$ cat src/rtl/phy_seq_pkg.sv
package phy_seq_pkg;

  typedef enum logic [2:0] {
    ST_IDLE, ST_RELEASE, ST_WAIT, ST_CHECK, ST_WR1, ST_WR2
  } seq_state_t;

  typedef enum logic [1:0] {
    PH_LOCK, PH_GATE, PH_RELOCK
  } phase_t;

  typedef enum logic [2:0] {
    ERR_NONE     = 3'd0,
    ERR_LOCK     = 3'd1,
    ERR_GATE     = 3'd2,
    ERR_RELOCK   = 3'd3,
    ERR_UNPAIRED = 3'd4
  } err_t;

  // Configuration space: addresses and bit positions the PHY decodes
  localparam logic [5:0] REG_PLL    = 6'h10;
  localparam logic [5:0] REG_CLK    = 6'h12;
  localparam int         LOCK_BIT   = 1;
  localparam int         GATE_BIT   = 2;
  localparam logic [3:0] RATE_FIX   = 4'h8;
  localparam logic [3:0] REFOUT_ON  = 4'h8;

endpackage

$ cat src/rtl/seq_req_arb.sv
module seq_req_arb #(
  parameter int LANES = 4,
  localparam int IDX_W = (LANES > 1) ? $clog2(LANES) : 1
) (
  input  logic [LANES-1:0] en_req,
  input  logic [LANES-1:0] dis_req,
  output logic             req_valid,
  output logic             req_en,
  output logic [IDX_W-1:0] req_lane
);

  // Enable beats disable; lowest lane index wins within a kind.
  always_comb begin
    req_valid = 1'b0;
    req_en    = 1'b0;
    req_lane  = '0;
    for (int i = LANES - 1; i >= 0; i--) begin
      if (dis_req[i]) begin
        req_valid = 1'b1;
        req_lane  = IDX_W'(i);
      end
    end
    for (int i = LANES - 1; i >= 0; i--) begin
      if (en_req[i]) begin
        req_valid = 1'b1;
        req_en    = 1'b1;
        req_lane  = IDX_W'(i);
      end
    end
  end

endmodule

$ cat src/rtl/seq_use_cnt.sv
module seq_use_cnt #(
  parameter int CNT_W = 4
) (
  input  logic clk,
  input  logic rst,
  input  logic inc,
  input  logic dec,
  input  logic clr,
  output logic is_zero,
  output logic is_one
);

  logic [CNT_W-1:0] users;

  always_ff @(posedge clk) begin
    if (rst || clr) users <= '0;
    else if (inc)   users <= users + 1'b1;
    else if (dec)   users <= users - 1'b1;
  end

  assign is_zero = (users == '0);
  assign is_one  = (users == CNT_W'(1));


  no_underflow_chk: assert property (@(posedge clk) disable iff (rst)
    dec |-> !is_zero);

endmodule

$ cat src/rtl/seq_poll_timer.sv
module seq_poll_timer #(
  parameter int WAIT_W    = 8,
  parameter int MAX_TRIES = 100,
  localparam int TRY_W    = $clog2(MAX_TRIES + 1)
) (
  input  logic              clk,
  input  logic              rst,
  input  logic              start,
  input  logic              retry,
  input  logic [WAIT_W-1:0] wait_cycles,
  output logic              wait_zero,
  output logic              last_try
);

  logic [WAIT_W-1:0] wcnt;
  logic [TRY_W-1:0]  tries;

  always_ff @(posedge clk) begin
    if (rst) begin
      wcnt  <= '0;
      tries <= '0;
    end else if (start) begin
      wcnt  <= wait_cycles;
      tries <= TRY_W'(MAX_TRIES);
    end else if (retry) begin
      wcnt  <= wait_cycles;
      tries <= tries - 1'b1;
    end else if (wcnt != '0) begin
      wcnt <= wcnt - 1'b1;
    end
  end

  assign wait_zero = (wcnt == '0);
  assign last_try  = (tries == TRY_W'(1));


  retry_bound_chk: assert property (@(posedge clk) disable iff (rst)
    retry |-> (tries > TRY_W'(1)));

endmodule

$ cat src/rtl/phy_bringup_seq.sv
module phy_bringup_seq
  import phy_seq_pkg::*;
#(
  parameter int LANES     = 4,
  parameter int MAX_TRIES = 100,
  parameter int WAIT_W    = 8,
  parameter int CNT_W     = 4,
  localparam int IDX_W    = (LANES > 1) ? $clog2(LANES) : 1
) (
  input  logic              clk,
  input  logic              rst,
  input  logic [LANES-1:0]  en_req,
  input  logic [LANES-1:0]  dis_req,
  input  logic [WAIT_W-1:0] wait_cycles,
  input  logic [3:0]        cfg_rdata,
  output logic              busy,
  output logic              done,
  output logic [2:0]        err_code,
  output logic [LANES-1:0]  lane_idle,
  output logic              phy_rst,
  output logic [5:0]        cfg_addr,
  output logic [3:0]        cfg_wdata,
  output logic              cfg_wr,
  output logic              cfg_rd
);

  seq_state_t       state;
  phase_t           phase;
  logic             req_valid, req_en;
  logic [IDX_W-1:0] req_lane;
  logic             cnt_zero, cnt_one, cnt_inc, cnt_dec, cnt_clr;
  logic             wait_zero, last_try, tmr_start, tmr_retry;
  logic             accept, cond_met, fail;

  seq_req_arb #(.LANES(LANES)) u_arb (
    .en_req(en_req), .dis_req(dis_req),
    .req_valid(req_valid), .req_en(req_en), .req_lane(req_lane)
  );

  seq_use_cnt #(.CNT_W(CNT_W)) u_cnt (
    .clk(clk), .rst(rst), .inc(cnt_inc), .dec(cnt_dec), .clr(cnt_clr),
    .is_zero(cnt_zero), .is_one(cnt_one)
  );

  seq_poll_timer #(.WAIT_W(WAIT_W), .MAX_TRIES(MAX_TRIES)) u_tmr (
    .clk(clk), .rst(rst), .start(tmr_start), .retry(tmr_retry),
    .wait_cycles(wait_cycles), .wait_zero(wait_zero), .last_try(last_try)
  );

  always_comb begin
    accept    = (state == ST_IDLE) && req_valid;
    cond_met  = (phase == PH_GATE) ? !cfg_rdata[GATE_BIT] : cfg_rdata[LOCK_BIT];
    tmr_start = (state == ST_RELEASE) || (state == ST_WR2) ||
                (state == ST_CHECK && cond_met && phase == PH_GATE);
    tmr_retry = (state == ST_CHECK) && !cond_met && !last_try;
    fail      = (state == ST_CHECK) && !cond_met && last_try;
    cnt_inc   = accept && req_en;
    cnt_dec   = accept && !req_en && !cnt_zero;
    cnt_clr   = fail;
  end

  assign busy = (state != ST_IDLE);

  always_ff @(posedge clk) begin
    if (rst) begin
      state     <= ST_IDLE;
      phase     <= PH_LOCK;
      phy_rst   <= 1'b1;
      lane_idle <= '1;
      done      <= 1'b0;
      err_code  <= ERR_NONE;
      cfg_addr  <= REG_PLL;
      cfg_wdata <= '0;
      cfg_wr    <= 1'b0;
      cfg_rd    <= 1'b0;
    end else begin
      done   <= 1'b0;
      cfg_wr <= 1'b0;
      cfg_rd <= 1'b0;
      case (state)
        ST_IDLE: begin
          if (accept) begin
            if (req_en) begin
              if (cnt_zero) begin
                phy_rst <= 1'b0;
                state   <= ST_RELEASE;
              end else begin
                done     <= 1'b1;
                err_code <= ERR_NONE;
              end
            end else if (cnt_zero) begin
              done     <= 1'b1;
              err_code <= ERR_UNPAIRED;
            end else begin
              lane_idle[req_lane] <= 1'b1;
              if (cnt_one) phy_rst <= 1'b1;
              done     <= 1'b1;
              err_code <= ERR_NONE;
            end
          end
        end
        ST_RELEASE: begin
          lane_idle <= '0;
          phase     <= PH_LOCK;
          cfg_addr  <= REG_PLL;
          state     <= ST_WAIT;
        end
        ST_WAIT: begin
          if (wait_zero) begin
            cfg_rd <= 1'b1;
            state  <= ST_CHECK;
          end
        end
        ST_CHECK: begin
          if (cond_met) begin
            case (phase)
              PH_LOCK: begin
                cfg_wr    <= 1'b1;
                cfg_addr  <= REG_PLL;
                cfg_wdata <= RATE_FIX;
                state     <= ST_WR1;
              end
              PH_GATE: begin
                phase    <= PH_RELOCK;
                cfg_addr <= REG_PLL;
                state    <= ST_WAIT;
              end
              default: begin
                done     <= 1'b1;
                err_code <= ERR_NONE;
                state    <= ST_IDLE;
              end
            endcase
          end else if (last_try) begin
            done      <= 1'b1;
            err_code  <= (phase == PH_LOCK) ? ERR_LOCK :
                         (phase == PH_GATE) ? ERR_GATE : ERR_RELOCK;
            phy_rst   <= 1'b1;
            lane_idle <= '1;
            state     <= ST_IDLE;
          end else begin
            state <= ST_WAIT;
          end
        end
        ST_WR1: begin
          cfg_wr    <= 1'b1;
          cfg_addr  <= REG_CLK;
          cfg_wdata <= REFOUT_ON;
          state     <= ST_WR2;
        end
        ST_WR2: begin
          phase <= PH_GATE;
          state <= ST_WAIT;
        end
        default: state <= ST_IDLE;
      endcase
    end
  end


  rst_when_unused_chk: assert property (@(posedge clk) disable iff (rst)
    (state == ST_IDLE && cnt_zero) |-> phy_rst);


  idle_after_release_chk: assert property (@(posedge clk) disable iff (rst)
    $fell(phy_rst) |=> (lane_idle == '0));


  done_ends_busy_chk: assert property (@(posedge clk) disable iff (rst)
    $fell(busy) |-> done);


  write_in_seq_chk: assert property (@(posedge clk) disable iff (rst)
    cfg_wr |-> busy);


  rd_wr_excl_chk: assert property (@(posedge clk) disable iff (rst)
    !(cfg_rd && cfg_wr));


  unpaired_hold_chk: assert property (@(posedge clk) disable iff (rst)
    (done && err_code == ERR_UNPAIRED) |-> ($stable(lane_idle) && phy_rst));

endmodule

$ cat config.mk
export PLATFORM = sky130hd
export DESIGN_NAME = phy_bringup_seq
export DESIGN_NICKNAME = d
export VERILOG_FILES = /design/src/rtl/phy_seq_pkg.sv /design/src/rtl/seq_req_arb.sv /design/src/rtl/seq_use_cnt.sv /design/src/rtl/seq_poll_timer.sv /design/src/rtl/phy_bringup_seq.sv
export SDC_FILE = /design/constraint.sdc
export NUM_CORES = 1
export LEC_CHECK = 0
export CAP_MARGIN = 20
export CORE_ASPECT_RATIO = 1.75
export CORE_MARGIN = 2
export CORE_UTILIZATION = 63
export CTS_CLUSTER_SIZE = 12
export DETAILED_ROUTE_END_ITERATION = 16
export DONT_BUFFER_PORTS = 1
export PLACE_DENSITY = 0.81
export SYNTH_ARGS = -nofsm -noshare
export SYNTH_HDL_FRONTEND = slang
export SYNTH_HIERARCHICAL = 1
export SYNTH_SLANG_ARGS = --single-unit
export TNS_END_PERCENT = 100
$ cat constraint.sdc
create_clock -name clk -period 2.85 [get_ports clk]
set_input_delay 0.7125 -clock clk [delete_from_list [all_inputs] [get_ports clk]]
set_output_delay 0.7125 -clock clk [all_outputs]
set_load 0.05 [all_outputs]
==> flow_metrics.env, run 1 <==
export IMPL_htreeDepth=2
export IMPL_avgSynthCellArea_sq_um=8.189
export IMPL_ios=44
export IMPL_grt_remaining_overflow=0
export IMPL_synth_most_common_cell="dfxtp_1"
export IMPL_synth_area_leaders="dfxtp_1, nor2_1, ha_1"
export IMPL_cts_root_buf="clkbuf_8"
export IMPL_final_setup_tns_ns=0
export IMPL_crit_required_ns=3.07
export IMPL_syn_area_sq_mm=0.002105
export IMPL_rrSetupSlack_ns=0.41
export IMPL_worstMarginPinSlew_ns=0.5272
export IMPL_ant_nets=0
export IMPL_nFillCells=286
export IMPL_yosys_register_bits=37
export IMPL_setup_viol=0
export IMPL_cts_buffers=5
export IMPL_crit_fanout=11
export IMPL_min_period_ns=2.440
export IMPL_num_rows=27
export IMPL_grt_pass1_vias=1618
export IMPL_grt_use_total_pct=24.28
export IMPL_diodes=0
export IMPL_gp_congestion=0.8141
export IMPL_syn_inst=257
export IMPL_ys_flop_type="dfxtp_1"
export IMPL_drive_gt1_share_pct=6.667
export IMPL_worstSetupPathType="flop to flop"
export IMPL_synth_cell_types=61
export IMPL_hold_buffers=0
export IMPL_antenna_found_initial=0
export IMPL_skew_ns=0.005751
export IMPL_num_nets_final=284
export IMPL_areaGrowthSynthToFinish_pct=3.686
export IMPL_ys_async_sr_fraction_pct=0
export IMPL_grt_max_degree=39
export IMPL_initial_core_util_pct=66.27
export IMPL_vdd_ir_drop_worst_mv=0.6689
export IMPL_io_buffers=0
export IMPL_cts_resized_gates=0
export IMPL_die_h_um=80.46
export IMPL_die_area_sq_mm=0.003837
export IMPL_via_count=1787
export IMPL_yosys_area_top_type="dfxtp_1"
export IMPL_drt_initial_drc_count=35
export IMPL_wirelength_um=4395
export IMPL_ys_warn_count=6
export IMPL_hp_class="primary input to flop"
export IMPL_whs_ns=0.4856
export IMPL_slew_headroom_pct=64.47
export IMPL_status="finished clean"
export IMPL_hold_viol_final=0
export IMPL_cts_setup_buffers=0
export IMPL_yosys_area_top_type_share_pct=35.20
export IMPL_rsz0062_at_grt="false"
export IMPL_dieWidth_um=47.69
export IMPL_cts_tree="done"
export IMPL_synth_edff_count=0
export IMPL_clk_pin_slew_ns=0.07
export IMPL_synthTopCellsByCount="dfxtp_1, nor2_1, nand2_1"
export IMPL_end_kind="flop"
export IMPL_period_share_pct=85.62
export IMPL_core_area_sq_mm=0.003176
export IMPL_max_cap_viol_count=0
export IMPL_startpoint_type="flop"
export IMPL_grt_pass1_wl_um=6693
export IMPL_clock_latency_ns=0.29
export IMPL_vias_per_cell=5.997
export IMPL_dr_pass1_iters=4
export IMPL_clock_fmax_mhz=409.8
export IMPL_slew_violations=0
export IMPL_place_detailed_hpwl_um=3292
export IMPL_drt_wirelength_per_cell_um=14.75
export IMPL_clock_path_buffers=2
export IMPL_powerDensity_mw_per_mm2=1021
export IMPL_p_leak_nw=0.8421
export IMPL_worstPathArrival_ns=2.66
export IMPL_clock_sinks=37
export IMPL_drc=0
export IMPL_seq_area_frac_synth_pct=35.20
==> logic make-up after synthesis <==
group	after synthesis	synth area share, %
xor+xnor	9	3.746
buf+inv	33	7.788
mux	4	1.962
compound gates	50	17.18
fa+ha+maj	7	4.162
simple gates	115	29.61
other cells	2	0.3569
flops	37	35.20
==> flip-flops by register name (all words and copies together), names as in the netlist <==
signal and flops:
cfg_addr 1, cfg_rd 1, cfg_wdata 1, cfg_wr 1, done 1, err_code 3
lane_idle 4, phase 2, phy_rst 1, state 3, u_cnt/users 4, u_tmr/tries 7
u_tmr/wcnt 8
==> cell type report <==
| cell class | count | area [sq um] | share of cell area, % |
|---|---|---|---|
| timing repair buffer | 3 | 22.52 | 1.032 |
| tap | 43 | 53.80 | 2.466 |
| inverter | 15 | 56.30 | 2.580 |
| clock buffer | 7 | 86.33 | 3.956 |
| multi-input combinational | 193 | 1222 | 56.02 |
| sequential | 37 | 740.7 | 33.94 |
==> per-stage QoR <==
stage	instance area, sq um	cells	power, W	setup slack [ns]	utilization [%]
final	2182	298	0.002227	0.4098	68.72
after global routing	2182	298	0.002379	0.1544	68.72
after CTS	2182	298	0.002231	0.3776	68.72
after detailed placement	2096	291	0.001864	0.3455	66.00
after global placement	2096	291	0.001835	0.4785	66.00
after floorplan	2127	263	0.001702	0.5808	-
==> power breakdown <==
part,internal [W],switching [W],total (W)
registers,0.000652,0.000273,0.000925
logic,0.000403,0.000535,0.000937
clock network,0.000192,0.000173,0.000365
==> routing by layer <==
metal	up-vias	GRT usage [%]	part of all wire [%]	wire (um)
met1	844	20.56	35	1534
met2	47	46.53	58	2552
met3	8	6.517	4.8	212
li1	888	-	-	-
met4	0	11.35	2.2	95
met5	-	0	0	0
==> critical path: stages (launching register included) <==
cell	delay [ns]
dfxtp_1	0.54
and2b_1	0.24
and2_1	0.23
nand2_1	0.09
nor2_1	0.35
nor4b_1	0.49
nand2_1	0.14
xor2_1	0.16
a21oi_1	0.13
==> layout by cell type (no fill, tap or decap), types with 6 or more instances in the layout <==
master,n
nor3b_1,7
nand3_1,8
xnor2_1,7
nor3_1,10
ha_1,7
dfxtp_1,37
conb_1,8
clkbuf_8,6
nor2_1,33
a21oi_1,15
nand2_1,21
nand2b_1,7
inv_1,15
==> final timing paths <==
| kind | start | to | cells after the start |
|---|---|---|---|
| worst max-delay path | state[0]$_SDFFE_PP0P_ | u_tmr/tries[5]$_SDFFE_PP0P_ | 8 |
| worst min-delay path | rst | u_tmr/tries[2]$_SDFFE_PP0P_ | 1 |
| worst min register to register | u_cnt/users[3]$_SDFFE_PP0P_ | u_cnt/users[3]$_SDFFE_PP0P_ | 2 |
| worst max register to register | state[0]$_SDFFE_PP0P_ | u_tmr/tries[5]$_SDFFE_PP0P_ | 8 |
(Power assumes the default switching activity.)
==> inputs of run 2 (changes only) <==
Settings changed: ABC_AREA set to 1.
==> flow_metrics.env, run 2 <==
export IMPL_power_frac_seq_pct=36.1
export IMPL_grt_remaining_overflow=0
export IMPL_clock_latency_ns=0.29
export IMPL_vdd_ir_drop_worst_mv=0.6634
export IMPL_num_rows=29
export IMPL_syn_inst=363
export IMPL_hp_class="flop to flop"
export IMPL_topRoutingLayerUsed="met4"
export IMPL_final_setup_tns_ns=0
export IMPL_vias_per_cell=5.446
export IMPL_dieWidth_um=50.71
export IMPL_hold_viol_final=0
export IMPL_crit_required_ns=3.02
export IMPL_ys_flop_type="dfxtp_1"
export IMPL_dr_pass1_iters=4
export IMPL_cts_root_buf="clkbuf_8"
export IMPL_mostFrequentLayoutCells="nand2_1, nor2_1, inv_1"
export IMPL_reg2reg_from="u_tmr/tries[1]$_SDFFE_PP0P_"
export IMPL_met1_length_um=1826
export IMPL_ys_warn_count=6
export IMPL_cp_top_family="simple AND/OR/NAND/NOR gates"
export IMPL_die_area_sq_mm=0.004347
export IMPL_largest_register="u_tmr/wcnt"
export IMPL_synth_edff_count=0
export IMPL_max_cap_viol_count=0
export IMPL_hold_buffers=0
export IMPL_synth_area_leaders="dfxtp_1, nand2_1, nand3_1"
export IMPL_grt_pass1_vias=2090
export IMPL_slew_headroom_pct=64.19
export IMPL_final_common_cell="nand2_1"
export IMPL_p_clk_share_pct=13.6
export IMPL_crit_slowest_cell="dfxtp_1"
export IMPL_drt_wirelength_per_cell_um=12.14
export IMPL_grt_pass1_wl_um=8514
export IMPL_multiInputGateArea_sq_mm=0.001389
export IMPL_worstPathArrival_ns=2.31
export IMPL_crit_fanout=13
export IMPL_setup_viol=0
export IMPL_min_delay_start="u_tmr/tries[5]$_SDFFE_PP0P_"
export IMPL_final_core_util_pct=68.03
export IMPL_initial_core_util_pct=66.28
export IMPL_startpoint="u_tmr/tries[1]$_SDFFE_PP0P_"
export IMPL_diodes=0
export IMPL_yosys_area_top_type="dfxtp_1"
export IMPL_swShare_pct=50.52
export IMPL_power_frac_comb_pct=50.3
export IMPL_drc=0
export IMPL_drive_gt1_share_pct=10.16
export IMPL_period_share_pct=74.80
export IMPL_startpoint_type="flop"
export IMPL_num_nets_final=392
export IMPL_clock_path_buffers=2
export IMPL_grt_max_degree=22
export IMPL_wl_met3_um=239
export IMPL_end_kind="flop"
export IMPL_nFillCells=344
export IMPL_cp_slowest_stage_delay_ns=0.45
export IMPL_p_leak_nw=1.176
export IMPL_powerDensity_mw_per_mm2=1049
export IMPL_ys_async_sr_fraction_pct=0
export IMPL_drt_initial_drc_count=58
export IMPL_yosys_area_top_type_share_pct=30.80
export IMPL_core_area_sq_mm=0.003628
export IMPL_min_period_ns=2.132
export IMPL_seqCellArea_sq_um=740.7
export IMPL_gp_congestion=0.8457
export IMPL_cts_resized_gates=0
export IMPL_syn_area_sq_mm=0.002405
export IMPL_largest_reg_flops=8
export IMPL_cts_setup_buffers=0
export IMPL_htreeDepth=2
export IMPL_wl_met2_um=2786
export IMPL_yosys_register_bits=37
export IMPL_layout_top_registers="u_tmr/wcnt (8), u_tmr/tries (7)"
export IMPL_p_sw_w=0.001308
export IMPL_worstMarginPinSlew_ns=0.5363
export IMPL_areaGrowthSynthToFinish_pct=2.654
export IMPL_skew_ns=0.007317
export IMPL_rsz0062_at_grt="false"
export IMPL_wirelength_um=4976
export IMPL_status="finished clean"
export IMPL_synthTopCellsByCount="nand2_1, nor2_1, inv_1"
export IMPL_antenna_found_initial=0
export IMPL_worstSetupPathType="flop to flop"
export IMPL_via_count=2233
export IMPL_slew_violations=0
export IMPL_whs_ns=0.4552
export IMPL_seq_area_frac_synth_pct=30.80
export IMPL_ant_nets=0
export IMPL_intPower_w=0.001281
export IMPL_synth_most_common_cell="nand2_1"
export IMPL_cts_tree="done"
export IMPL_avgSynthCellArea_sq_um=6.625
export IMPL_clk_pin_slew_ns=0.07
export IMPL_synth_cell_types=42
export IMPL_grt_use_total_pct=25.17
export IMPL_place_detailed_hpwl_um=3824
export IMPL_timing_critical_path_buf_inv=2
export IMPL_clock_sinks=37
export IMPL_ios=44
export IMPL_io_buffers=0
export IMPL_clock_fmax_mhz=469.1
export IMPL_crit_path_cell_trace="inv_1, ha_1, nand2_1, nor2_1, inv_1, nand2_4, nor2_4, nand2_1, nor2_1, and3_1, nor3_1"
export IMPL_die_h_um=85.73
export IMPL_cts_buffers=5
==> run 2: cell types whose count changed after synthesis, moves of 5 or more <==
cell / change
nand2b_1: -7
nor2_1: +17
inv_1: +33
clkbuf_1: -6
nor3_1: -7
nand3_1: +36
nand2_2: +5
nand2_1: +47
xnor2_1: -6
a21oi_1: +12
or3_1: -5
nor3b_1: -5
o21ai_0: +11
==> run 2: kinds of logic (layout without fill, tap and decap cells) <==
group / count (synthesis) / after routing / synth area share (%)
flops: 37 / 37 / 30.80
other cells: 2 / 8 / 0.3123
xor+xnor: 1 / 1 / 0.3643
compound gates: 50 / 50 / 11.34
buf+inv: 66 / 61 / 12.38
simple gates: 200 / 200 / 41.16
fa+ha+maj: 7 / 7 / 3.642
==> run 2: path summary, 6_finish.rpt <==
path,slack [ns],end,cells past startpoint
setup / recovery,0.72,u_tmr/tries[4]$_SDFFE_PP0P_,11
hold / removal,0.46,u_tmr/tries[5]$_SDFFE_PP0P_,2
setup reg to reg,0.72,u_tmr/tries[4]$_SDFFE_PP0P_,11
hold reg to reg,0.46,u_tmr/tries[5]$_SDFFE_PP0P_,2
==> run 2: worst reg2reg max path, stage by stage, from the launching register on <==
cell	delay [ns]
dfxtp_1	0.45
inv_1	0.11
ha_1	0.19
nand2_1	0.06
nor2_1	0.04
inv_1	0.12
nand2_4	0.08
nor2_4	0.36
nand2_1	0.16
nor2_1	0.22
and3_1	0.19
nor3_1	0.04
==> run 2: power groups by stage <==
stage	clock, W	sequential (W)	combinational, W
floorplan	0	0.000916	0.00113
CTS	0.000361	0.000936	0.00130
detailed placement	0	0.000948	0.00130
global placement	0	0.000943	0.00126
finish	0.000352	0.000935	0.00130
global route	0.000383	0.000958	0.00150
==> run 2: final cells by class <==
class	instances	share of cell area [%]
clock buffers	6	2.940
inverters	53	8.059
multi-input cells	266	56.26
flip-flops and latches	37	30.01
well taps	46	2.331
clock inverters	2	0.4055
==> run 2: per-layer routing <==
layer  up-vias  global-route usage, %
li1       1142                      -
met1      1027                  23.63
met2        52                  49.16
met3        12                  5.749
met4         0                  11.55
met5         -                      0
==> run 2: stage by stage <==
step,cells,setup slack [ns],cell area (sq um),power (W)
after floorplan,369,0.8509,2427,0.002043
after global placement,402,0.7050,2386,0.002201
after detailed placement,402,0.6751,2386,0.002243
after CTS,410,0.7146,2469,0.002601
after global routing,410,0.5025,2469,0.002839
final,410,0.7182,2469,0.002590
==> inputs of run 3 (changes only) <==
Settings changed: ABC_AREA 1 to 0, CORE_UTILIZATION 63 to 57, PLACE_DENSITY 0.81 to 0.77.
Clock period 2.85 ns to 1.93 ns, I/O delays scaled along.
==> flow_metrics.env, run 3 (synthesis results as in run 1) <==
export IMPL_reg2reg_to="u_tmr/wcnt[6]$_SDFFE_PP0P_"
export IMPL_wirelength_um=5147
export IMPL_cp_top_family="simple AND/OR/NAND/NOR gates"
export IMPL_min_delay_start="rst"
export IMPL_end_kind="flop"
export IMPL_slew_headroom_pct=63.16
export IMPL_dr_pass1_iters=4
export IMPL_finalWorstSetupSlack_ns=-0.06684
export IMPL_hp_class="primary input to flop"
export IMPL_drt_initial_drc_count=36
export IMPL_report_power_total_w=0.003833
export IMPL_worstMarginPinSlew_ns=0.5518
export IMPL_grt_use_total_pct=23.75
export IMPL_cts_root_buf="clkbuf_8"
export IMPL_cts_buffers=5
export IMPL_place_detailed_hpwl_um=3524
export IMPL_clock_fmax_mhz=500.8
export IMPL_vdd_ir_drop_worst_mv=1.103
export IMPL_min_period_ns=1.997
export IMPL_largest_register="u_tmr/wcnt"
export IMPL_clk_pin_slew_ns=0.07
export IMPL_drive_gt1_share_pct=28.77
export IMPL_hold_buffers=0
export IMPL_grt_remaining_overflow=0
export IMPL_rsz0062_at_grt="true"
export IMPL_max_cap_viol_count=0
export IMPL_ant_nets=0
export IMPL_clock_path_buffers=2
export IMPL_grt_pass1_vias=1857
export IMPL_cts_tree="done"
export IMPL_worstSetupPathType="flop to flop"
export IMPL_final_common_cell="dfxtp_1"
export IMPL_mostFrequentLayoutCells="dfxtp_1, buf_4, nor2_1"
export IMPL_crit_required_ns=2.13
export IMPL_layout_top_registers="u_tmr/wcnt (8), u_tmr/tries (7)"
export IMPL_diodes=0
export IMPL_setup_viol=4
export IMPL_io_buffers=0
export IMPL_htreeDepth=2
export IMPL_whs_ns=0.2552
export IMPL_rrSetupSlack_ns=-0.07
export IMPL_crit_path_cell_trace="or4_4, nor3b_4, buf_4, nor2_4, or3_4, o32ai_2"
export IMPL_gp_congestion=0.8207
export IMPL_p_leak_nw=1.025
export IMPL_period_share_pct=103.5
export IMPL_grt_pass1_wl_um=7852
export IMPL_clock_latency_ns=0.29
export IMPL_slew_violations=0
export IMPL_startpoint_type="flop"
export IMPL_skew_ns=0.003270
export IMPL_powerDensity_mw_per_mm2=1459
export IMPL_via_count=1971
export IMPL_areaGrowthSynthToFinish_pct=24.85
export IMPL_whs_endpoint="u_tmr/tries[4]$_SDFFE_PP0P_"
export IMPL_dieWidth_um=49.93
export IMPL_clock_sinks=37
export IMPL_crit_slowest_cell="or4_4"
export IMPL_timing_critical_path_buf_inv=1
export IMPL_violations="negative setup slack"
export IMPL_die_area_sq_mm=0.004213
export IMPL_die_h_um=84.38
export IMPL_num_nets_final=314
export IMPL_crit_fanout=4
export IMPL_worstPathArrival_ns=2.20
export IMPL_antenna_found_initial=0
export IMPL_ios=44
export IMPL_num_rows=29
export IMPL_status="complete, but fails checks"
export IMPL_grt_max_degree=39
export IMPL_vias_per_cell=5.955
export IMPL_min_path_cells=1
export IMPL_hold_viol_final=0
export IMPL_largest_reg_flops=8
export IMPL_core_area_sq_mm=0.003592
export IMPL_worstRegToRegCells=6
export IMPL_reg2reg_from="u_tmr/tries[4]$_SDFFE_PP0P_"
export IMPL_cp_slowest_stage_delay_ns=0.55
export IMPL_initial_core_util_pct=58.59
export IMPL_drt_wirelength_per_cell_um=15.55
export IMPL_drc=0
## run 3: cell types whose count changed in the layout (fill, tap and decap cells not counted), moves of 7 or more
cell	change
buf_4	+27
nand2b_1	+7
nand2_1	-48
o21ai_0	-12
nor2_1	-24
a21oi_1	-16
nand3_1	-36
inv_1	-33
## run 3: power breakdown
part | switching [W] | internal, W
registers | 0.000381 | 0.000965
clock network | 0.000266 | 0.000283
logic | 0.00100 | 0.000934
## run 3: worst register-to-register path, stage by stage, from the launching register on
cell and delay (ns):
dfxtp_2 0.32, or4_4 0.55, nor3b_4 0.25, buf_4 0.16
nor2_4 0.04, or3_4 0.36, o32ai_2 0.22
## run 3: final cells by class
class,instances,area (sq um)
multi-input combinational,193,1413
fill,267,964.7
sequential,37,744.5
timing repair buffer,33,270.3
clock buffer,7,86.33
tap,46,57.56
inverter,15,56.30
## run 3: per-stage QoR
step	instance area, sq um	TNS [ns]	util (%)	worst slack [ns]	instances
after floorplan	2165	0	-	0.004475	263
after global placement	2301	-0.2999	64.05	-0.06374	316
after detailed placement	2301	-0.7042	64.05	-0.1037	316
after CTS	2442	-0.3002	67.99	-0.06163	324
after global routing	2628	-1.066	73.15	-0.1086	331
final	2628	-0.1766	73.15	-0.06684	331
## run 3: worst max path at each step
stage	startpoint	endpoint	slack (ns)	depth (start not counted)
global placement	u_tmr/tries[5]$_SDFFE_PP0P_	err_code[0]$_SDFFE_PP0P_	-0.06	6
CTS	u_tmr/tries[5]$_SDFFE_PP0P_	err_code[2]$_SDFFE_PP0P_	-0.06	7
floorplan	u_tmr/tries[2]$_SDFFE_PP0P_	u_tmr/wcnt[5]$_SDFFE_PP0P_	0.004	5
finish	u_tmr/tries[4]$_SDFFE_PP0P_	u_tmr/wcnt[6]$_SDFFE_PP0P_	-0.07	6
detailed placement	u_tmr/tries[5]$_SDFFE_PP0P_	err_code[2]$_SDFFE_PP0P_	-0.10	7
global route	u_tmr/tries[4]$_SDFFE_PP0P_	u_tmr/wcnt[6]$_SDFFE_PP0P_	-0.11	6
## run 3: layer usage
layer	vias up	routed length, um	GRT usage (%)
met5	-	0	0
met4	0	176	11.87
met3	17	243	6.228
met2	62	2916	44.61
met1	943	1810	22.83
li1	949	-	-
## run 3: what timing repair did
| item | in CTS | in global routing |
|---|---|---|
| hold endpoints to repair | 0 | 0 |
| cloned | 0 | 0 |
| resized for setup | 11 | 32 |
| buffers inserted | 1 | 7 |
| pin swaps | 5 | 25 |
| setup endpoints to repair | 15 | 25 |
